<file path="config.mk">
export PLATFORM = sky130hd
export DESIGN_NAME = irq_moderator
export DESIGN_NICKNAME = d
export VERILOG_FILES = /design/src/rtl/irq_mod_pkg.sv /design/src/rtl/irq_mod_regs.sv /design/src/rtl/irq_mod_delay.sv /design/src/rtl/irq_mod_timer.sv /design/src/rtl/irq_mod_fsm.sv /design/src/rtl/irq_moderator.sv
export SDC_FILE = /design/constraint.sdc
export NUM_CORES = 1
export LEC_CHECK = 0
export ABC_AREA = 1
export BUFFER_PORTS_ARGS = -buffer_cell sky130_fd_sc_hd__buf_2
export CAP_MARGIN = 15
export CORE_UTILIZATION = 25
export CTS_BUF_LIST = sky130_fd_sc_hd__clkbuf_16
export CTS_CLUSTER_DIAMETER = 80
export CTS_CLUSTER_SIZE = 40
export DETAILED_ROUTE_END_ITERATION = 16
export PLACE_DENSITY = 0.38
export REMOVE_ABC_BUFFERS = 1
export SLEW_MARGIN = 5
export SYNTH_ARGS = -nofsm -noshare
export SYNTH_HDL_FRONTEND = slang
export SYNTH_HIERARCHICAL = 1
export SYNTH_SLANG_ARGS = --single-unit
</file>
<file path="constraint.sdc">
create_clock -name clk -period 6.43 [get_ports clk]
set_input_delay 1.286 -clock clk [delete_from_list [all_inputs] [get_ports clk]]
set_output_delay 1.286 -clock clk [all_outputs]
set_load 0.01 [all_outputs]
</file>
<file path="src/rtl/irq_mod_pkg.sv">
package irq_mod_pkg;

    localparam int ADDR_W = 3;

    localparam logic [ADDR_W-1:0] A_CAUSE    = 3'd0;
    localparam logic [ADDR_W-1:0] A_MASK_SET = 3'd1;
    localparam logic [ADDR_W-1:0] A_MASK_CLR = 3'd2;
    localparam logic [ADDR_W-1:0] A_THROTTLE = 3'd3;
    localparam logic [ADDR_W-1:0] A_RX_ABS   = 3'd4;
    localparam logic [ADDR_W-1:0] A_TX_ABS   = 3'd5;
    localparam logic [ADDR_W-1:0] A_RX_TMR   = 3'd6;

    localparam int N_DLY = 4;

    // bit 0: line level, bit 1: timer running
    typedef enum logic [1:0] {
        ST_LOW_IDLE  = 2'b00,
        ST_HIGH_IDLE = 2'b01,
        ST_LOW_HOLD  = 2'b10,
        ST_HIGH_HOLD = 2'b11
    } mit_state_e;

endpackage

</file>
<file path="src/rtl/irq_mod_regs.sv">
module irq_mod_regs
    import irq_mod_pkg::*;
#(
    parameter int DW    = 32,
    parameter int DLY_W = 16
) (
    input  logic              clk,
    input  logic              rst_n,
    input  logic              wr_en,
    input  logic [ADDR_W-1:0] wr_addr,
    input  logic [DW-1:0]     wr_data,
    input  logic [ADDR_W-1:0] rd_addr,
    output logic [DW-1:0]     rd_data,
    input  logic [DW-1:0]     cause_set,
    input  logic              desc_valid,
    input  logic              desc_ide,
    input  logic              calc_done,
    output logic [DW-1:0]     pending,
    output logic [DLY_W-1:0]  throttle,
    output logic [DLY_W-1:0]  rx_abs,
    output logic [DLY_W-1:0]  tx_abs,
    output logic [DLY_W-1:0]  rx_tmr,
    output logic              ide_latched
);

    logic [DW-1:0]    cause_q;
    logic [DW-1:0]    mask_q;
    logic [DLY_W-1:0] dly_q [N_DLY];
    logic             ide_q;

    always_ff @(posedge clk or negedge rst_n) begin
        if (!rst_n) begin
            cause_q <= '0;
        end else if (wr_en && wr_addr == A_CAUSE) begin
            cause_q <= (cause_q & ~wr_data) | cause_set;
        end else begin
            cause_q <= cause_q | cause_set;
        end
    end

    always_ff @(posedge clk or negedge rst_n) begin
        if (!rst_n) begin
            mask_q <= '0;
        end else if (wr_en && wr_addr == A_MASK_SET) begin
            mask_q <= mask_q | wr_data;
        end else if (wr_en && wr_addr == A_MASK_CLR) begin
            mask_q <= mask_q & ~wr_data;
        end
    end

    for (genvar g = 0; g < N_DLY; g++) begin : g_dly
        localparam logic [ADDR_W-1:0] MY_ADDR = ADDR_W'(int'(A_THROTTLE) + g);
        always_ff @(posedge clk or negedge rst_n) begin
            if (!rst_n) begin
                dly_q[g] <= '0;
            end else if (wr_en && wr_addr == MY_ADDR) begin
                dly_q[g] <= wr_data[DLY_W-1:0];
            end
        end
    end

    always_ff @(posedge clk or negedge rst_n) begin
        if (!rst_n) begin
            ide_q <= 1'b0;
        end else begin
            ide_q <= (calc_done ? 1'b0 : ide_q) | (desc_valid & desc_ide);
        end
    end

    always_comb begin
        unique case (rd_addr)
            A_CAUSE:    rd_data = cause_q;
            A_MASK_SET: rd_data = mask_q;
            A_MASK_CLR: rd_data = mask_q;
            A_THROTTLE: rd_data = DW'(dly_q[0]);
            A_RX_ABS:   rd_data = DW'(dly_q[1]);
            A_TX_ABS:   rd_data = DW'(dly_q[2]);
            A_RX_TMR:   rd_data = DW'(dly_q[3]);
            default:    rd_data = '0;
        endcase
    end

    assign pending     = cause_q & mask_q;
    assign throttle    = dly_q[0];
    assign rx_abs      = dly_q[1];
    assign tx_abs      = dly_q[2];
    assign rx_tmr      = dly_q[3];
    assign ide_latched = ide_q;

endmodule

</file>
<file path="src/rtl/irq_mod_delay.sv">
module irq_mod_delay #(
    parameter int DLY_W = 16,
    parameter int CNT_W = 20
) (
    input  logic             pend_tx,
    input  logic             pend_rx,
    input  logic             ide_latched,
    input  logic [DLY_W-1:0] throttle,
    input  logic [DLY_W-1:0] rx_abs,
    input  logic [DLY_W-1:0] tx_abs,
    input  logic [DLY_W-1:0] rx_tmr,
    output logic [CNT_W-1:0] delay
);

    localparam int N_CAND = 3;

    logic [CNT_W-1:0] cand [N_CAND];

    // absolute delays are in quarter-rate units: scale by 4
    assign cand[0] = CNT_W'(throttle);
    assign cand[1] = (pend_rx && rx_tmr != '0) ? CNT_W'({rx_abs, 2'b00}) : '0;
    assign cand[2] = (pend_tx && ide_latched)  ? CNT_W'({tx_abs, 2'b00}) : '0;

    always_comb begin
        delay = '0;
        for (int i = 0; i < N_CAND; i++) begin
            if (cand[i] != '0 && (delay == '0 || cand[i] < delay)) begin
                delay = cand[i];
            end
        end
    end

endmodule

</file>
<file path="src/rtl/irq_mod_timer.sv">
module irq_mod_timer #(
    parameter int CNT_W    = 20,
    parameter int TICK_DIV = 64
) (
    input  logic             clk,
    input  logic             rst_n,
    input  logic             load,
    input  logic [CNT_W-1:0] load_val,
    input  logic             stop,
    output logic             busy,
    output logic             expire
);

    localparam int PRE_W = (TICK_DIV > 1) ? $clog2(TICK_DIV) : 1;
    localparam logic [PRE_W-1:0] PRE_LAST = PRE_W'(TICK_DIV - 1);

    logic [CNT_W-1:0] cnt_q;
    logic [PRE_W-1:0] pre_q;
    logic             wrap;

    assign wrap = (pre_q == PRE_LAST);

    always_ff @(posedge clk or negedge rst_n) begin
        if (!rst_n) begin
            cnt_q <= '0;
            pre_q <= '0;
        end else if (stop) begin
            cnt_q <= '0;
            pre_q <= '0;
        end else if (load) begin
            cnt_q <= load_val;
            pre_q <= '0;
        end else if (cnt_q != '0) begin
            if (wrap) begin
                pre_q <= '0;
                cnt_q <= cnt_q - CNT_W'(1);
            end else begin
                pre_q <= pre_q + PRE_W'(1);
            end
        end
    end

    assign busy   = (cnt_q != '0);
    assign expire = (cnt_q == CNT_W'(1)) && wrap;

endmodule

</file>
<file path="src/rtl/irq_mod_fsm.sv">
module irq_mod_fsm
    import irq_mod_pkg::*;
(
    input  logic clk,
    input  logic rst_n,
    input  logic mit_en,
    input  logic pend_any,
    input  logic expire,
    input  logic delay_nz,
    output logic line,
    output logic hold,
    output logic arm,
    output logic calc,
    output logic stop
);

    mit_state_e st_q, st_d;

    always_ff @(posedge clk or negedge rst_n) begin
        if (!rst_n) begin
            st_q <= ST_LOW_IDLE;
        end else begin
            st_q <= st_d;
        end
    end

    always_comb begin
        st_d = st_q;
        if (!mit_en) begin
            st_d = pend_any ? ST_HIGH_IDLE : ST_LOW_IDLE;
        end else begin
            unique case (st_q)
                ST_LOW_IDLE: begin
                    if (pend_any) st_d = delay_nz ? ST_HIGH_HOLD : ST_HIGH_IDLE;
                end
                ST_HIGH_IDLE: begin
                    if (!pend_any) st_d = ST_LOW_IDLE;
                end
                ST_LOW_HOLD: begin
                    if (expire) begin
                        if (pend_any) st_d = delay_nz ? ST_HIGH_HOLD : ST_HIGH_IDLE;
                        else          st_d = ST_LOW_IDLE;
                    end
                end
                ST_HIGH_HOLD: begin
                    if (pend_any) st_d = expire ? ST_HIGH_IDLE : ST_HIGH_HOLD;
                    else          st_d = expire ? ST_LOW_IDLE  : ST_LOW_HOLD;
                end
            endcase
        end
    end

    always_comb begin
        calc = mit_en && pend_any &&
               (st_q == ST_LOW_IDLE || (st_q == ST_LOW_HOLD && expire));
        arm  = calc && delay_nz;
        stop = !mit_en;
        line = st_q[0];
        hold = st_q[1];
    end

endmodule

</file>
<file path="src/rtl/irq_moderator.sv">
module irq_moderator
    import irq_mod_pkg::*;
#(
    parameter int DW       = 32,
    parameter int DLY_W    = 16,
    parameter int CNT_W    = 20,
    parameter int TICK_DIV = 64,
    parameter int TXDW_BIT = 0,
    parameter int TXQE_BIT = 1,
    parameter int RXT_BIT  = 7
) (
    input  logic              clk,
    input  logic              rst_n,
    input  logic              mit_en,
    input  logic              wr_en,
    input  logic [ADDR_W-1:0] wr_addr,
    input  logic [DW-1:0]     wr_data,
    input  logic [ADDR_W-1:0] rd_addr,
    output logic [DW-1:0]     rd_data,
    input  logic [DW-1:0]     cause_set,
    input  logic              desc_valid,
    input  logic              desc_ide,
    output logic              irq_o
);

    logic [DW-1:0]    pend_w;
    logic [DLY_W-1:0] thr_w, rxa_w, txa_w, rxt_w;
    logic             ide_w;
    logic [CNT_W-1:0] delay_w;
    logic             calc_w, arm_w, stop_w, fsm_hold;
    logic             tmr_busy, tmr_expire;

    irq_mod_regs #(.DW(DW), .DLY_W(DLY_W)) regs_i (
        .clk(clk), .rst_n(rst_n),
        .wr_en(wr_en), .wr_addr(wr_addr), .wr_data(wr_data),
        .rd_addr(rd_addr), .rd_data(rd_data),
        .cause_set(cause_set), .desc_valid(desc_valid), .desc_ide(desc_ide),
        .calc_done(calc_w), .pending(pend_w),
        .throttle(thr_w), .rx_abs(rxa_w), .tx_abs(txa_w), .rx_tmr(rxt_w),
        .ide_latched(ide_w)
    );

    irq_mod_delay #(.DLY_W(DLY_W), .CNT_W(CNT_W)) delay_i (
        .pend_tx(pend_w[TXDW_BIT] | pend_w[TXQE_BIT]),
        .pend_rx(pend_w[RXT_BIT]),
        .ide_latched(ide_w),
        .throttle(thr_w), .rx_abs(rxa_w), .tx_abs(txa_w), .rx_tmr(rxt_w),
        .delay(delay_w)
    );

    irq_mod_timer #(.CNT_W(CNT_W), .TICK_DIV(TICK_DIV)) timer_i (
        .clk(clk), .rst_n(rst_n),
        .load(arm_w), .load_val(delay_w), .stop(stop_w),
        .busy(tmr_busy), .expire(tmr_expire)
    );

    irq_mod_fsm fsm_i (
        .clk(clk), .rst_n(rst_n), .mit_en(mit_en),
        .pend_any(pend_w != '0), .expire(tmr_expire),
        .delay_nz(delay_w != '0),
        .line(irq_o), .hold(fsm_hold),
        .arm(arm_w), .calc(calc_w), .stop(stop_w)
    );

endmodule

</file>
Word level (Yosys, flattened, before mapping)
Cells that the tools add are included.

$add $sub $neg: 2. Magnitude comparators: 2. Equal/unequal tests: 22. Muxes and demuxes: 29. Bitwise logic cells: 10. Reductions and logical operators: 35.

Operators by type and width (count): $pmux W32 S6 (1); $mux W20 (6); $reduce_bool A20 Y1 (5); $and A32 B32 Y32 (3); $mux W32 (3); $or A32 B32 Y32 (3); $logic_not A20 Y1 (2); $lt A20 B20 Y1 (2); $mux W18 (2); $not A32 Y32 (1); $reduce_bool A32 Y1 (1); $mux W6 (4); $eq A20 B1 Y1 const B (1); $sub A20 B1 Y20 const B (1); $eq A3 B3 Y1 const B (6); $mux W2 (9); $logic_and A1 B1 Y1 (16); $mux W16 (1); $reduce_bool A16 Y1 (1); $eq A3 B2 Y1 const B (4); $pmux W2 S4 (1); $add A6 B1 Y6 const B (1); $eq A3 B1 Y1 const B (2); $eq A6 B6 Y1 const B (1); other kinds (15) (23).

Bits in registers: 157. Input port bits: 76. Output and inout port bits: 33.

Depth between registers and ports, before layout
Word-level depth: 17. Mapped depth: 51.

By module
Netlist, hierarchy kept.

Modules (own cells, without submodules): irq_mod_regs (times used 1, cells each 858, area an instance 6459.9 µm²); irq_mod_timer (times used 1, cells each 302, area an instance 2010.7 µm²); irq_mod_delay (times used 1, cells each 360, area an instance 1849.3 µm²); irq_moderator (times used 1, cells each 62, area an instance 257.7 µm²); irq_mod_fsm (times used 1, cells each 31, area an instance 177.7 µm²).

Worst setup path after synthesis
OpenSTA, ideal clock, no wires.

Path type: register -> register. Start: reg regs_i.dly_q, in the netlist regs_i/rx_tmr[7]. End: reg timer_i.cnt_q[15]. Library setup time: 0.117 ns. Data arrival time: 5.104 ns. Setup slack: 1.210 ns. Cell stages (with the launch flop): 47. Buffers on the path: 5. Period minus slack after synthesis: 5.220 ns. Cells stage by stage: dfrtp_1 > nor2_1 > nand2_1 > nor2_1 > nand2_1 > nand2_2 > buf_6 > nor2_2 > ha_1 > a21oi_1 > nor2_1 > nor3_1 > nand2_1 > nand2_1 > nand2_1 > nand2_1 > nand2_1 > nand2_2 > [... 11 more ...] > nand2_4 > nand2_4 > buf_6 > nand2_1 > nand2_1 > nor2_1 > nor3b_1 > nand3_1 > inv_1 > nor3_2 > buf_6 > nor2_1 > o21ai_1 > nand2_4 > inv_2 > buf_6 > nand3_2 > nand2_1.

Cells in the longest elaborated chain, start to end: 15. Elaborated cells between the ends (all ways): 20. Classes of those cells: 2 x order compare; 2 x eq/ne; 5 x mux; 11 x reduce/logical.

RTL lines: start, declared (RTL line irq_mod_regs.sv:28) `logic [DLY_W-1:0] dly_q [N_DLY];`; start signal, assigned by index (RTL line irq_mod_regs.sv:57) `dly_q[g] <= wr_data[DLY_W-1:0];`; $reduce_bool A16 Y1 (*) (RTL line irq_mod_delay.sv:21) `assign cand[1] = (pend_rx && rx_tmr != '0) ? CNT_W'({rx_abs, 2'b00}) : '0;`; $logic_and A1 B1 Y1 (*) (RTL line irq_mod_delay.sv:21); $mux W18 (*) (RTL line irq_mod_delay.sv:21); $lt A20 B20 Y1 (RTL line irq_mod_delay.sv:27) `if (cand[i] != '0 && (delay == '0 || cand[i] < delay)) begin`; $logic_or A1 B1 Y1 (RTL line irq_mod_delay.sv:27); $logic_and A1 B1 Y1 (RTL line irq_mod_delay.sv:27); $mux W20 (*) (RTL line irq_mod_delay.sv:27); $lt A20 B20 Y1 or $logic_not A20 Y1 (tied branches) (RTL line irq_mod_delay.sv:27); $logic_or A1 B1 Y1 (RTL line irq_mod_delay.sv:27); $logic_and A1 B1 Y1 (RTL line irq_mod_delay.sv:27); $mux W20 (*) (RTL line irq_mod_delay.sv:27); via delay_w[16] (RTL line irq_moderator.sv:29) `logic [CNT_W-1:0] delay_w;`; $reduce_bool A20 Y1 (*) (RTL line irq_moderator.sv:60) `.delay_nz(delay_w != '0),`; $logic_and A1 B1 Y1 (*) (RTL line irq_mod_fsm.sv:56) `arm = calc && delay_nz;`; via arm_w (RTL line irq_moderator.sv:30) `logic calc_w, arm_w, stop_w, fsm_hold;`; $ne A3 B1 Y1 (no line) or $mux W20 (tied branches); $reduce_and A2 Y1 (no line) or $mux W20 (tied branches); end signal, assigned (RTL line irq_mod_timer.sv:31) `cnt_q <= load_val;`; end signal, assigned (RTL line irq_mod_timer.sv:36) `cnt_q <= cnt_q - CNT_W'(1);`; end, declared (RTL line irq_mod_timer.sv:17) `logic [CNT_W-1:0] cnt_q;`.

The timed path passes the listed nets; every way through them passes the cells marked *. A chain may end at the register's enable or synchronous reset.

Final worst setup path
Start: reg regs_i.dly_q, in the netlist regs_i/rx_tmr[14]. End: reg timer_i.cnt_q[4].

Same word-level chain as after synthesis.

==> flow_summary.yaml <==
outcome:
  status: "complete, no violations"
layout:
  multi_input_area_um2: 5550
  area_growth_pct: 16.2
  fill_cells: 4741
  layout-drive-gt1-share_pct: 14.3
  utilization_pct: 29.6
  nets: 1809
  seq_area_um2: 3930
  num_antenna_cells: 0
power:
  ir_drop_mv: 0.224
  pwr_density_cell_nw_per_um2: 358
  p_leak_nw: 6.66
cts:
  clock_latency_ns: 0.47
  cts_tree: "yes"
  clock_sinks: 157
  root_buffer: "clkbuf_16"
  cts_hold_buffers: 0
  ctsLongestPathBuffers: 2
  clk_pin_slew_ns: 0.08
  numCtsBuffers: 17
  htreeDepth: 4
timing:
  setup_slack_ns: 0.561
  skew_ns: 0.0152
  rsz0062_at_grt: "yes"
  maxSlewViolCount: 0
  fmax_ghz: 0.170
  setup_violations: 0
  period_share_pct: 91.3
  finalHoldViolCount: 0
  max-slew-margin-rel_pct: 31.1
  tightest_slew_ns: 1.03
  period_minus_slack_ns: 5.87
route:
  routed_via_density: 4.58
  drtIter0Drc: 618
  route.antenna.remaining_nets: 0
  remaining_drc_errors: 0
  wl_per_cell_um: 16.1
  vias: 10300
  dr.pass1.iters: 5
  drt_wl_total_um: 36300
synthesis:
  synth_edf_count: 0
  synth_area_leaders: "dfrtp_1, nand2_1, inv_1, o21ai_0, nor2_1"
  synth-seq-cells: 157
  synth.avg_cell_area_um2: 6.67
  synth_cell_types: 44
  syn-cell-area_um2: 10800
  async_reset_ff_share_pct: 100
  synthFlopType: "dfrtp_1"
  synth_largest_area_cell: "dfrtp_1"
  seq_area_frac_synth_pct: 36.5
  synth_top_area_share_pct: 36.5
  synth_cells: 1613
  ys_warn_count: 6
grt:
  grt_max_degree: 81
  grt_use_met2_pct: 28.6
  grtUsageTotal_pct: 17.1
  grt.busiest_layer: "met2"
  grt_pass1_wl_um: 57800
  grt_antenna_before_repair: 0
  grt_pass1_vias: 10200
  use_met3_pct: 2.74
  grt_overflow: 0
  grtUsageMet1_pct: 23.1
critical_path:
  required_ns: 6.78
  r2r_start: "regs_i/rx_tmr[14]"
  r2r_setup_slack_ns: 0.56
  r2r-end: "timer_i/cnt_q[4]"
  cp_num_buf_inv: 8
  cp_common_cell: "nand2_1"
  endpoint: "timer_i/cnt_q[4]"
  worstSetupPathType: "reg -> reg"
  cp_max_fo: 16
  arrival_ns: 6.22
  startpoint_type: "flip-flop"
  r2r_cells: 45
  cp.depth: 45
  path_delay_family: "simple AND/OR/NAND/NOR gates"
  slowest_delay_ns: 0.41
  startpoint: "regs_i/rx_tmr[14]"
  endpoint_kind: "flip-flop"
  slowest_stage: "dfrtp_1"
floorplan:
  boundaryPins: 109
  die_h_um: 209
  dieArea_um2: 43900
  initial_core_util_pct: 25.5
  coreArea_um2: 42200
  die_w_um: 209
  row_count: 75
worst_hold_path:
  hold_path.class: "reg -> reg"
placed_design:
  io_buffer_count: 108
  hpwl_um: 26200
  post-place-ws_ns: 0.274
  finalWeightedCongestion: 0.834
job:
  drv.max_cap_violation_count: 0
==> layout by cell type, fill, tap and decap left out, types with 4 or more instances in the layout <==
master / count
inv_2: 4
nand2_2: 15
a21oi_1: 23
ha_1: 34
clkbuf_16: 17
nor2_4: 6
o21ai_2: 10
dfrtp_1: 157
nand2_4: 5
o21ai_1: 13
nand3_2: 10
nand2_1: 523
inv_6: 4
nand3_1: 73
inv_1: 254
nor2_2: 15
nor3_1: 6
or2_2: 6
nand4_1: 72
o21ai_0: 154
buf_2: 107
nor2_1: 135
nor4_1: 8
buf_4: 17
==> synthesized netlist by cell type (all sizes together) (2+ instances only) <==
| cell | instances |
|---|---|
| nor3 | 8 |
| o21ai | 177 |
| nand3 | 83 |
| or2 | 6 |
| nand4 | 74 |
| nor3b | 2 |
| inv | 262 |
| a21oi | 23 |
| dfrtp | 157 |
| nor2 | 157 |
| nor4 | 8 |
| clkbuf | 21 |
| o21a | 2 |
| a211oi | 2 |
| nand2 | 544 |
| and2 | 2 |
| buf | 43 |
| ha | 34 |
==> worst register-to-register path, delay by kind of cell (launching register included) <==
family / cells / cell delay [ns]
fa+ha+maj: 2 / 0.59
flops: 1 / 0.41
buf+inv: 8 / 1.02
simple gates: 35 / 3.70
==> what timing repair did <==
item / 4_1_cts / 5_1_grt
setup buffers: 0 / 4
resized for setup: 0 / 23
endpoints found under the setup margin: 0 / 25
==> metal layers <==
layer	vias to the layer above	part of all wire [%]
li1	5258	-
met1	4866	49
met4	0	0.99
met3	17	2.7
met2	159	48
met5	-	0
==> cell families after synthesis <==
| kind of cell | after synthesis | synth area share (%) |
|---|---|---|
| flip-flops | 157 | 36.5 |
| buffers and inverters | 326 | 12.7 |
| other | 1 | 0.0349 |
| adder cells (fa/ha/maj) | 34 | 3.96 |
| AO/OA/AOI/OAI | 209 | 10.3 |
| AND/OR/NAND/NOR | 886 | 36.4 |
==> how the worst min path moves through the flow <==
stage | start | endpoint | slack [ns] | cells past startpoint
finish | regs_i/rx_tmr[3] | regs_i/rx_tmr[3] | 0.52 | 2
global route | regs_i/rx_abs[8] | regs_i/rx_abs[8] | 0.54 | 2
CTS | regs_i/rx_tmr[11] | regs_i/rx_tmr[11] | 0.52 | 2
detailed placement | regs_i/rx_tmr[11] | regs_i/rx_tmr[11] | 0.50 | 2
global placement | regs_i/rx_tmr[3] | regs_i/rx_tmr[3] | 0.49 | 2
floorplan | regs_i/tx_abs[0] | regs_i/tx_abs[0] | 0.47 | 2
==> area by class of cell <==
cell class / instances / share of cell area, %
repair buffers: 128 / 5.74
multi-input cells: 1133 / 44.4
inverters: 262 / 7.96
clock inverters: 15 / 1.61
clock buffers: 17 / 3.40
flip-flops and latches: 157 / 31.4
well taps: 539 / 5.40
==> report_power, final <==
group | leakage, nW | switching, mW | internal [mW]
clock | 0.303 | 0.504 | 0.625
sequential | 1.86 | 0.211 | 1.18
combinational | 4.50 | 1.30 | 0.651
total | 6.66 | 2.02 | 2.45
==> stage by stage <==
step	total power, mW	instances	setup TNS (ns)	area [um2]	hold WS [ns]
after floorplan	2.73	1550	0	10400	0.474
after global placement	3.32	2213	0	11700	0.491
after detailed placement	3.32	2213	0	11700	0.500
after CTS	4.48	2245	0	12400	0.517
after global routing	4.88	2251	-0.0138	12500	0.543
final	4.47	2251	0	12500	0.515
Power figures use the tool's default switching activity.
